--- src/rtl/pio_pkg.sv ---
package pio_pkg;
  localparam int DATA_W = 8;
  localparam int ADDR_W = 4;
  localparam logic [ADDR_W-1:0] A_PORT = 4'd1;
  localparam logic [ADDR_W-1:0] A_CTRL = 4'd12;
  localparam logic [ADDR_W-1:0] A_FLAG = 4'd13;
  localparam logic [ADDR_W-1:0] A_ENAB = 4'd14;
  localparam int STROBE_FLAG = 1;
  localparam logic [2:0] HS_DRIVE_LOW = 3'b110;

  typedef struct packed {
    logic [DATA_W-5:0] spare;
    logic [2:0]        hs_mode;
    logic              rise_sel;
  } ctrl_t;
endpackage

--- src/rtl/pio_edge_sync.sv ---
module pio_edge_sync #(
  parameter int STAGES = 2
) (
  input  logic clk,
  input  logic rst,
  input  logic pin,
  input  logic rise_sel,
  output logic edge_evt
);
  logic [STAGES-1:0] chain;
  logic              prev;
  logic              cur;

  assign cur = chain[STAGES-1];

  always_ff @(posedge clk) begin
    if (rst) begin
      chain <= '1;
      prev  <= 1'b1;
    end else begin
      chain <= {chain[STAGES-2:0], pin};
      prev  <= cur;
    end
  end

  always_comb begin
    if (rise_sel) edge_evt = cur & ~prev;
    else          edge_evt = ~cur & prev;
  end
endmodule

--- src/rtl/pio_irq_ctrl.sv ---
module pio_irq_ctrl #(
  parameter int DATA_W   = 8,
  parameter int EDGE_BIT = 1
) (
  input  logic              clk,
  input  logic              rst,
  input  logic              edge_evt,
  input  logic              port_hit,
  input  logic              flag_wr,
  input  logic              enab_wr,
  input  logic [DATA_W-1:0] wdata,
  output logic [DATA_W-2:0] ifr,
  output logic [DATA_W-2:0] ier,
  output logic              irq_n
);
  localparam int NF = DATA_W - 1;

  logic [NF-1:0] set_vec;
  logic [NF-1:0] clr_vec;

  always_comb begin
    set_vec = '0;
    set_vec[EDGE_BIT] = edge_evt;
    clr_vec = flag_wr ? wdata[NF-1:0] : '0;
    if (port_hit) clr_vec[EDGE_BIT] = 1'b1;
  end

  for (genvar i = 0; i < NF; i++) begin : g_flag
    always_ff @(posedge clk) begin
      if (rst) ifr[i] <= 1'b0;
      else     ifr[i] <= set_vec[i] | (ifr[i] & ~clr_vec[i]);
    end
  end

  always_ff @(posedge clk) begin
    if (rst) begin
      ier <= '0;
    end else if (enab_wr) begin
      if (wdata[NF]) ier <= ier | wdata[NF-1:0];
      else           ier <= ier & ~wdata[NF-1:0];
    end
  end

  always_ff @(posedge clk) begin
    if (rst) irq_n <= 1'b1;
    else     irq_n <= ~|(ifr & ier);
  end
endmodule

--- src/rtl/pio_edge_irq.sv ---
module pio_edge_irq
  import pio_pkg::*;
#(
  parameter int SYNC_STAGES = 2
) (
  input  logic              clk,
  input  logic              rst,
  input  logic              cs,
  input  logic              rw,
  input  logic [ADDR_W-1:0] addr,
  input  logic [DATA_W-1:0] wdata,
  output logic [DATA_W-1:0] rdata,
  input  logic [DATA_W-1:0] port_in,
  input  logic              strobe,
  output logic              hs_out,
  output logic              irq_n
);
  ctrl_t             ctrl_q;
  logic              edge_evt;
  logic [DATA_W-2:0] ifr_q;
  logic [DATA_W-2:0] ier_q;
  logic              wr_en;
  logic              port_hit;

  assign wr_en    = cs & ~rw;
  assign port_hit = cs & (addr == A_PORT);

  pio_edge_sync #(.STAGES(SYNC_STAGES)) u_sync (
    .clk(clk), .rst(rst), .pin(strobe),
    .rise_sel(ctrl_q.rise_sel), .edge_evt(edge_evt)
  );

  pio_irq_ctrl #(.DATA_W(DATA_W), .EDGE_BIT(STROBE_FLAG)) u_irq (
    .clk(clk), .rst(rst), .edge_evt(edge_evt), .port_hit(port_hit),
    .flag_wr(wr_en & (addr == A_FLAG)),
    .enab_wr(wr_en & (addr == A_ENAB)),
    .wdata(wdata), .ifr(ifr_q), .ier(ier_q), .irq_n(irq_n)
  );

  // control register and handshake output share one write edge
  always_ff @(posedge clk) begin
    if (rst) begin
      ctrl_q <= '0;
      hs_out <= 1'b1;
    end else if (wr_en && addr == A_CTRL) begin
      ctrl_q <= ctrl_t'(wdata);
      hs_out <= (wdata[3:1] != HS_DRIVE_LOW);
    end
  end

  always_ff @(posedge clk) begin
    if (rst) begin
      rdata <= '0;
    end else if (cs && rw) begin
      case (addr)
        A_PORT:  rdata <= port_in;
        A_CTRL:  rdata <= ctrl_q;
        A_FLAG:  rdata <= {|(ifr_q & ier_q), ifr_q};
        A_ENAB:  rdata <= {1'b1, ier_q};
        default: rdata <= '0;
      endcase
    end
  end
endmodule

--- config.mk ---
export PLATFORM = sky130hd
export DESIGN_NAME = pio_edge_irq
export DESIGN_NICKNAME = d
export VERILOG_FILES = /design/src/rtl/pio_pkg.sv /design/src/rtl/pio_edge_sync.sv /design/src/rtl/pio_irq_ctrl.sv /design/src/rtl/pio_edge_irq.sv
export SDC_FILE = /design/constraint.sdc
export NUM_CORES = 1
export LEC_CHECK = 0
export ABC_AREA = 0
export BUFFER_PORTS_ARGS = -buffer_cell sky130_fd_sc_hd__buf_2
export CORE_ASPECT_RATIO = 1.5
export CORE_MARGIN = 2
export CORE_UTILIZATION = 34
export DETAILED_ROUTE_END_ITERATION = 10
export SYNTH_ARGS = -nofsm -noshare
export SYNTH_HDL_FRONTEND = slang
export SYNTH_HIERARCHICAL = 1
export SYNTH_SLANG_ARGS = --single-unit
--- constraint.sdc ---
create_clock -name clk -period 3.4 [get_ports clk]
set_input_delay 0.51 -clock clk [delete_from_list [all_inputs] [get_ports clk]]
set_output_delay 0.51 -clock clk [all_outputs]
set_load 0.02 [all_outputs]
# Word-level counts from Yosys, hierarchy flattened
# Index checks and enable logic that the tools add are counted.
# Widths: inputs -> output; s select.
# totals
regBits	35
in_bits	25
word_cells	58
# classes
n_eq_ne	5
reduce_logical	4
bitwise	28
muxes	5
# op_table
operator	count
$pmux 8 s4	1
$and 7x7->7	2
$mux 7	2
$and 1x1->1	13
$eq 4x4->1 const B	3
$not 1->1	10
$not 7->7	1
$or 7x7->7	1
$reduce_or 7->1	1
$eq 4x1->1 const B	1
$ne 3x3->1 const B	1
$logic_and 1x1->1	2
$mux 1	2
$logic_not 1->1	1
$or 1x1->1	1

# Longest topological paths before layout
# depth
ltp_word	8
depth_mapped	7
mapped_depth_nobuf	5

# Cells and area by module
# The synthesis kept the hierarchy.
# by_module_without_submodules
mod	seq_area_each_um2	area_per_inst_um2	cells_per_inst	n_inst
pio_edge_irq	340.3	904.6	92	1
pio_irq_ctrl	300.3	558.0	65	1
pio_edge_sync	60.1	101.3	9	1

# Worst setup path before layout
# Ideal clock, no wire load.
# synth_timing
path_kind	input -> register
startpoint	in addr[0]
endpoint	reg with a tool-made name
arrival_time_ns	1.567
path_stages	7
slack_ns	1.713
setup_time_ns	0.120
required_ns	3.280
cell_sequence	and4b_2 -> clkbuf_1 -> and3b_1 -> buf_6 -> nand2_1 -> nand2_1 -> a21oi_1
# synth_lines
item	line	rtl
start: declaration	pio_edge_irq.sv:10	input logic [ADDR_W-1:0] addr,

# Worst setup path in the final report
# layout_timing
startpoint	in addr[1]
endpoint	reg u_irq.ifr[1]
# layout_via
elab_chain_len	7
elab_cells_between_ends	9
# layout_rtl
item	line	rtl
$eq 4x4->1	pio_edge_irq.sv:35	.flag_wr(wr_en & (addr == A_FLAG)),
$and 1x1->1	pio_edge_irq.sv:35	
$mux 7	pio_irq_ctrl.sv:24	clr_vec = flag_wr ? wdata[NF-1:0] : '0;
$mux 1 (*)	pio_irq_ctrl.sv:25	if (port_hit) clr_vec[EDGE_BIT] = 1'b1;
$not 1->1 (*)	pio_irq_ctrl.sv:31	else ifr[i] <= set_vec[i] | (ifr[i] & ~clr_vec[i]);
$and 1x1->1 (*)	pio_irq_ctrl.sv:31	
$or 1x1->1 (*)	pio_irq_ctrl.sv:31	
end signal: indexed assignment	pio_irq_ctrl.sv:31	
end: declaration	pio_irq_ctrl.sv:12	output logic [DATA_W-2:0] ifr,
# Every way passes the cells marked *; elsewhere a longest branch is shown, timed or not.
# A chain may end at the register's enable or synchronous reset.

==> impl_results.rst <==
.. list-table::
   :header-rows: 1

   * - Metric
     - Value
   * - Result of the run
     - finished, final reports clean
   * - Global-route congestion overflow total
     - 0
   * - Routability-driven placement congestion ratio
     - 0.768
   * - Synth-to-Final Area Change
     - 19.0%
   * - Max-slew violation count
     - 0
   * - Reported max-cap violation count
     - 0
   * - Post-layout power
     - 874 uW
   * - Io pins
     - 35
   * - Cell area after synthesis
     - 1560 sq um
   * - Type of element capturing the critical path
     - register
   * - Routed wire per std cell
     - 15.1 um
   * - Average instance area after synthesis
     - 9.42 sq um
   * - Buffers inserted by post-CTS timing repair
     - 0
   * - Initial standard-cell utilization of the core
     - 0.350
   * - Source of the critical timing path
     - addr[1]
   * - Setup repair after global routing missed its margin
     - no
   * - R2r setup slk
     - 2.20 ns
   * - Maximum root-to-sink buffer count
     - 2
   * - Number of inserted filler cells in the final layout
     - 456
   * - Core Area
     - 4470 sq um
   * - Via count of the first global-routing pass
     - 1302
   * - Largest clock skew in the final design
     - 0.00639 ns
   * - Worst slew slack as a fraction of its limit
     - 0.583
   * - Flops & latches, synth
     - 35
   * - Largest area contributor in the synthesized netlist
     - sky130_fd_sc_hd__dfxtp_1
   * - Worst flop-to-flop path startpoint
     - u_irq/ifr[6]
   * - Area of the die
     - 5170 sq um
   * - Count of clock tree sinks
     - 35
   * - Fin Setup TNS
     - 0 ns
   * - Sequential cell area in the final layout
     - 701 sq um
   * - Clock tree root driver cell
     - sky130_fd_sc_hd__clkbuf_8
   * - Final setup vio count
     - 0
   * - Portion of the post-synthesis area used by sequential elements
     - 0.448
   * - Global Route Usage Sum
     - 0.157
   * - Placed wire-length estimate after detailed placement
     - 2700 um
   * - Count of endpoints failing hold in the final timing report
     - 0
   * - Routed wire length
     - 3760 um
   * - Die span in x
     - 59.4 um
   * - Leading cell types by total area after synthesis
     - sky130_fd_sc_hd__dfxtp_1 45%, sky130_fd_sc_hd__a22oi_1 8.6%, sky130_fd_sc_hd__nand2_1 6.5%
   * - Hold path depth
     - 2
   * - Number of distinct standard cells referenced by the synthesized netlist
     - 32
   * - Source-to-sink clock delay at the later pin of the worst-skew pair
     - 0.29 ns
   * - DRT iter0 DRCs
     - 90
   * - Logic depth of the worst register-to-register path
     - 4
   * - Warnings, synthesis
     - 6
   * - Type of the setup path with the least slack
     - input port to register
   * - Multi-input combinational cell area
     - 783 sq um
   * - Synthesized netlist net count
     - 191
   * - Site Rows
     - 30
   * - Via count
     - 1341
   * - Total of cells resized after clock tree synthesis
     - 0
   * - Time the final worst path needs with I/O delays and setup
     - 1.65 ns
   * - Worst R2R End
     - rdata[7]
   * - Share of async-settable or async-resettable flops after synthesis
     - 0
   * - Synthesized instance count
     - 166
   * - DR DRC count
     - 0
   * - Area share of the leading cell type in the synthesized netlist
     - 0.448
   * - WP data required
     - 3.56 ns
   * - Post-route ant nets
     - 0
   * - Post-layout net count
     - 225
   * - Minimum setup slack in the final design
     - 1.75 ns
   * - Most frequent standard cell in the layout excluding fill and tap cells
     - sky130_fd_sc_hd__dfxtp_1
   * - Clock tree from TritonCTS
     - done
   * - Pin count of the biggest net entering global routing
     - 31
   * - F_max
     - 607 MHz
   * - Number of optimization iterations in the first detailed-route pass
     - 4
   * - Antenna violations before repair
     - 0
   * - Crit share post-route
     - 0.485
   * - Capture point of the critical path
     - u_irq/ifr[1]
   * - Number of H-tree levels
     - 2
   * - Reg clk slew, reported paths
     - 0.08 ns
   * - Critical path launch point type
     - input port
   * - Via count normalized by instance count
     - 5.39
   * - Pwr/cell area
     - 469 nW/um^2
   * - Peak supply drop
     - 136 uV
   * - Most frequent cells in the layout
     - 35 x sky130_fd_sc_hd__dfxtp_1, 34 x sky130_fd_sc_hd__buf_2, 27 x sky130_fd_sc_hd__nand2_1, 18 x sky130_fd_sc_hd__a22oi_1
   * - Worst min-delay path class
     - input port to register
   * - Die H
     - 87.1 um
   * - Count of inserted antenna diode cells
     - 0
   * - Worst-path maximum fanout
     - 9
   * - Slew of the pin with the lowest slew margin
     - 0.623 ns
   * - Leakage power
     - 0.783 nW
   * - Count of hold buffers inserted by post-cts repair
     - 0
   * - First-pass GRT wire length
     - 6240 um
   * - Prevailing post-synth register cell
     - sky130_fd_sc_hd__dfxtp_1
   * - Share of layout cells above drive strength 1
     - 0.254
   * - Count of port buffers added during placement
     - 34
   * - Data arrival time of the critical path
     - 1.81 ns
   * - EDFF count, synth
     - 0
   * - Total clock buffers created by CTS
     - 5
   * - Worst-case setup slack after placement
     - 1.45 ns
## stage by stage
step                hold WS, ns   util  instances  instance area, sq um
finish                    0.391  0.417        249                  1860
global route              0.385  0.417        249                  1860
CTS                       0.377  0.417        249                  1860
detailed placement        0.399  0.390        241                  1740
global placement          0.394  0.390        241                  1740
floorplan                 0.392      -        166                  1560
## worst min path at each step
stage	to	startpoint
final	u_sync/chain[0]	strobe
after global routing	u_sync/chain[0]	strobe
after CTS	u_sync/chain[0]	strobe
after detailed placement	u_sync/chain[1]	u_sync/chain[0]
after global placement	u_sync/chain[1]	u_sync/chain[0]
after floorplan	u_sync/chain[1]	u_sync/chain[0]
## cells in the mapped netlist (3+ instances only)
| library cell | instances |
|---|---|
| sky130_fd_sc_hd__a211oi_1 | 6 |
| sky130_fd_sc_hd__a21oi_1 | 10 |
| sky130_fd_sc_hd__a22o_1 | 7 |
| sky130_fd_sc_hd__a22oi_1 | 18 |
| sky130_fd_sc_hd__buf_6 | 3 |
| sky130_fd_sc_hd__dfxtp_1 | 35 |
| sky130_fd_sc_hd__inv_1 | 7 |
| sky130_fd_sc_hd__mux2i_1 | 9 |
| sky130_fd_sc_hd__nand2_1 | 27 |
| sky130_fd_sc_hd__nand3_1 | 8 |
| sky130_fd_sc_hd__nor2_1 | 10 |
## metal layers
layer | GRT usage | wire length (um)
met1 | 0.184 | 1670
met2 | 0.258 | 1850
met3 | 0.0327 | 148
met4 | 0.0909 | 89
met5 | 0 | 0
## worst max-delay path: stages
cell	delay, ns
sky130_fd_sc_hd__buf_2	0.13
sky130_fd_sc_hd__and4b_1	0.46
sky130_fd_sc_hd__and3b_1	0.39
sky130_fd_sc_hd__nand2_1	0.09
sky130_fd_sc_hd__a31oi_1	0.17
sky130_fd_sc_hd__nor2_1	0.06
## power breakdown
| group | internal, mW | leakage, nW | total, mW | switching (mW) |
|---|---|---|---|---|
| combinational | 0.0215 | 0.438 | 0.0546 | 0.0331 |
| sequential | 0.414 | 0.283 | 0.416 | 0.00247 |
| clock | 0.241 | 0.0618 | 0.403 | 0.162 |
## logic make-up after synthesis
family / Yosys count / synth area share
compound gates: 49 / 0.244
buf+inv: 14 / 0.0512
mux: 9 / 0.0576
simple gates: 59 / 0.199
flops: 35 / 0.448
## area by class of cell
class	instances	area share
clock buffer	6	0.0444
clock inverter	2	0.0208
inverter	7	0.0141
multi-input combinational	117	0.421
sequential	35	0.376
tap	48	0.0323
timing repair buffer	34	0.0914
Note: power is estimated with default switching activity, not from simulation.
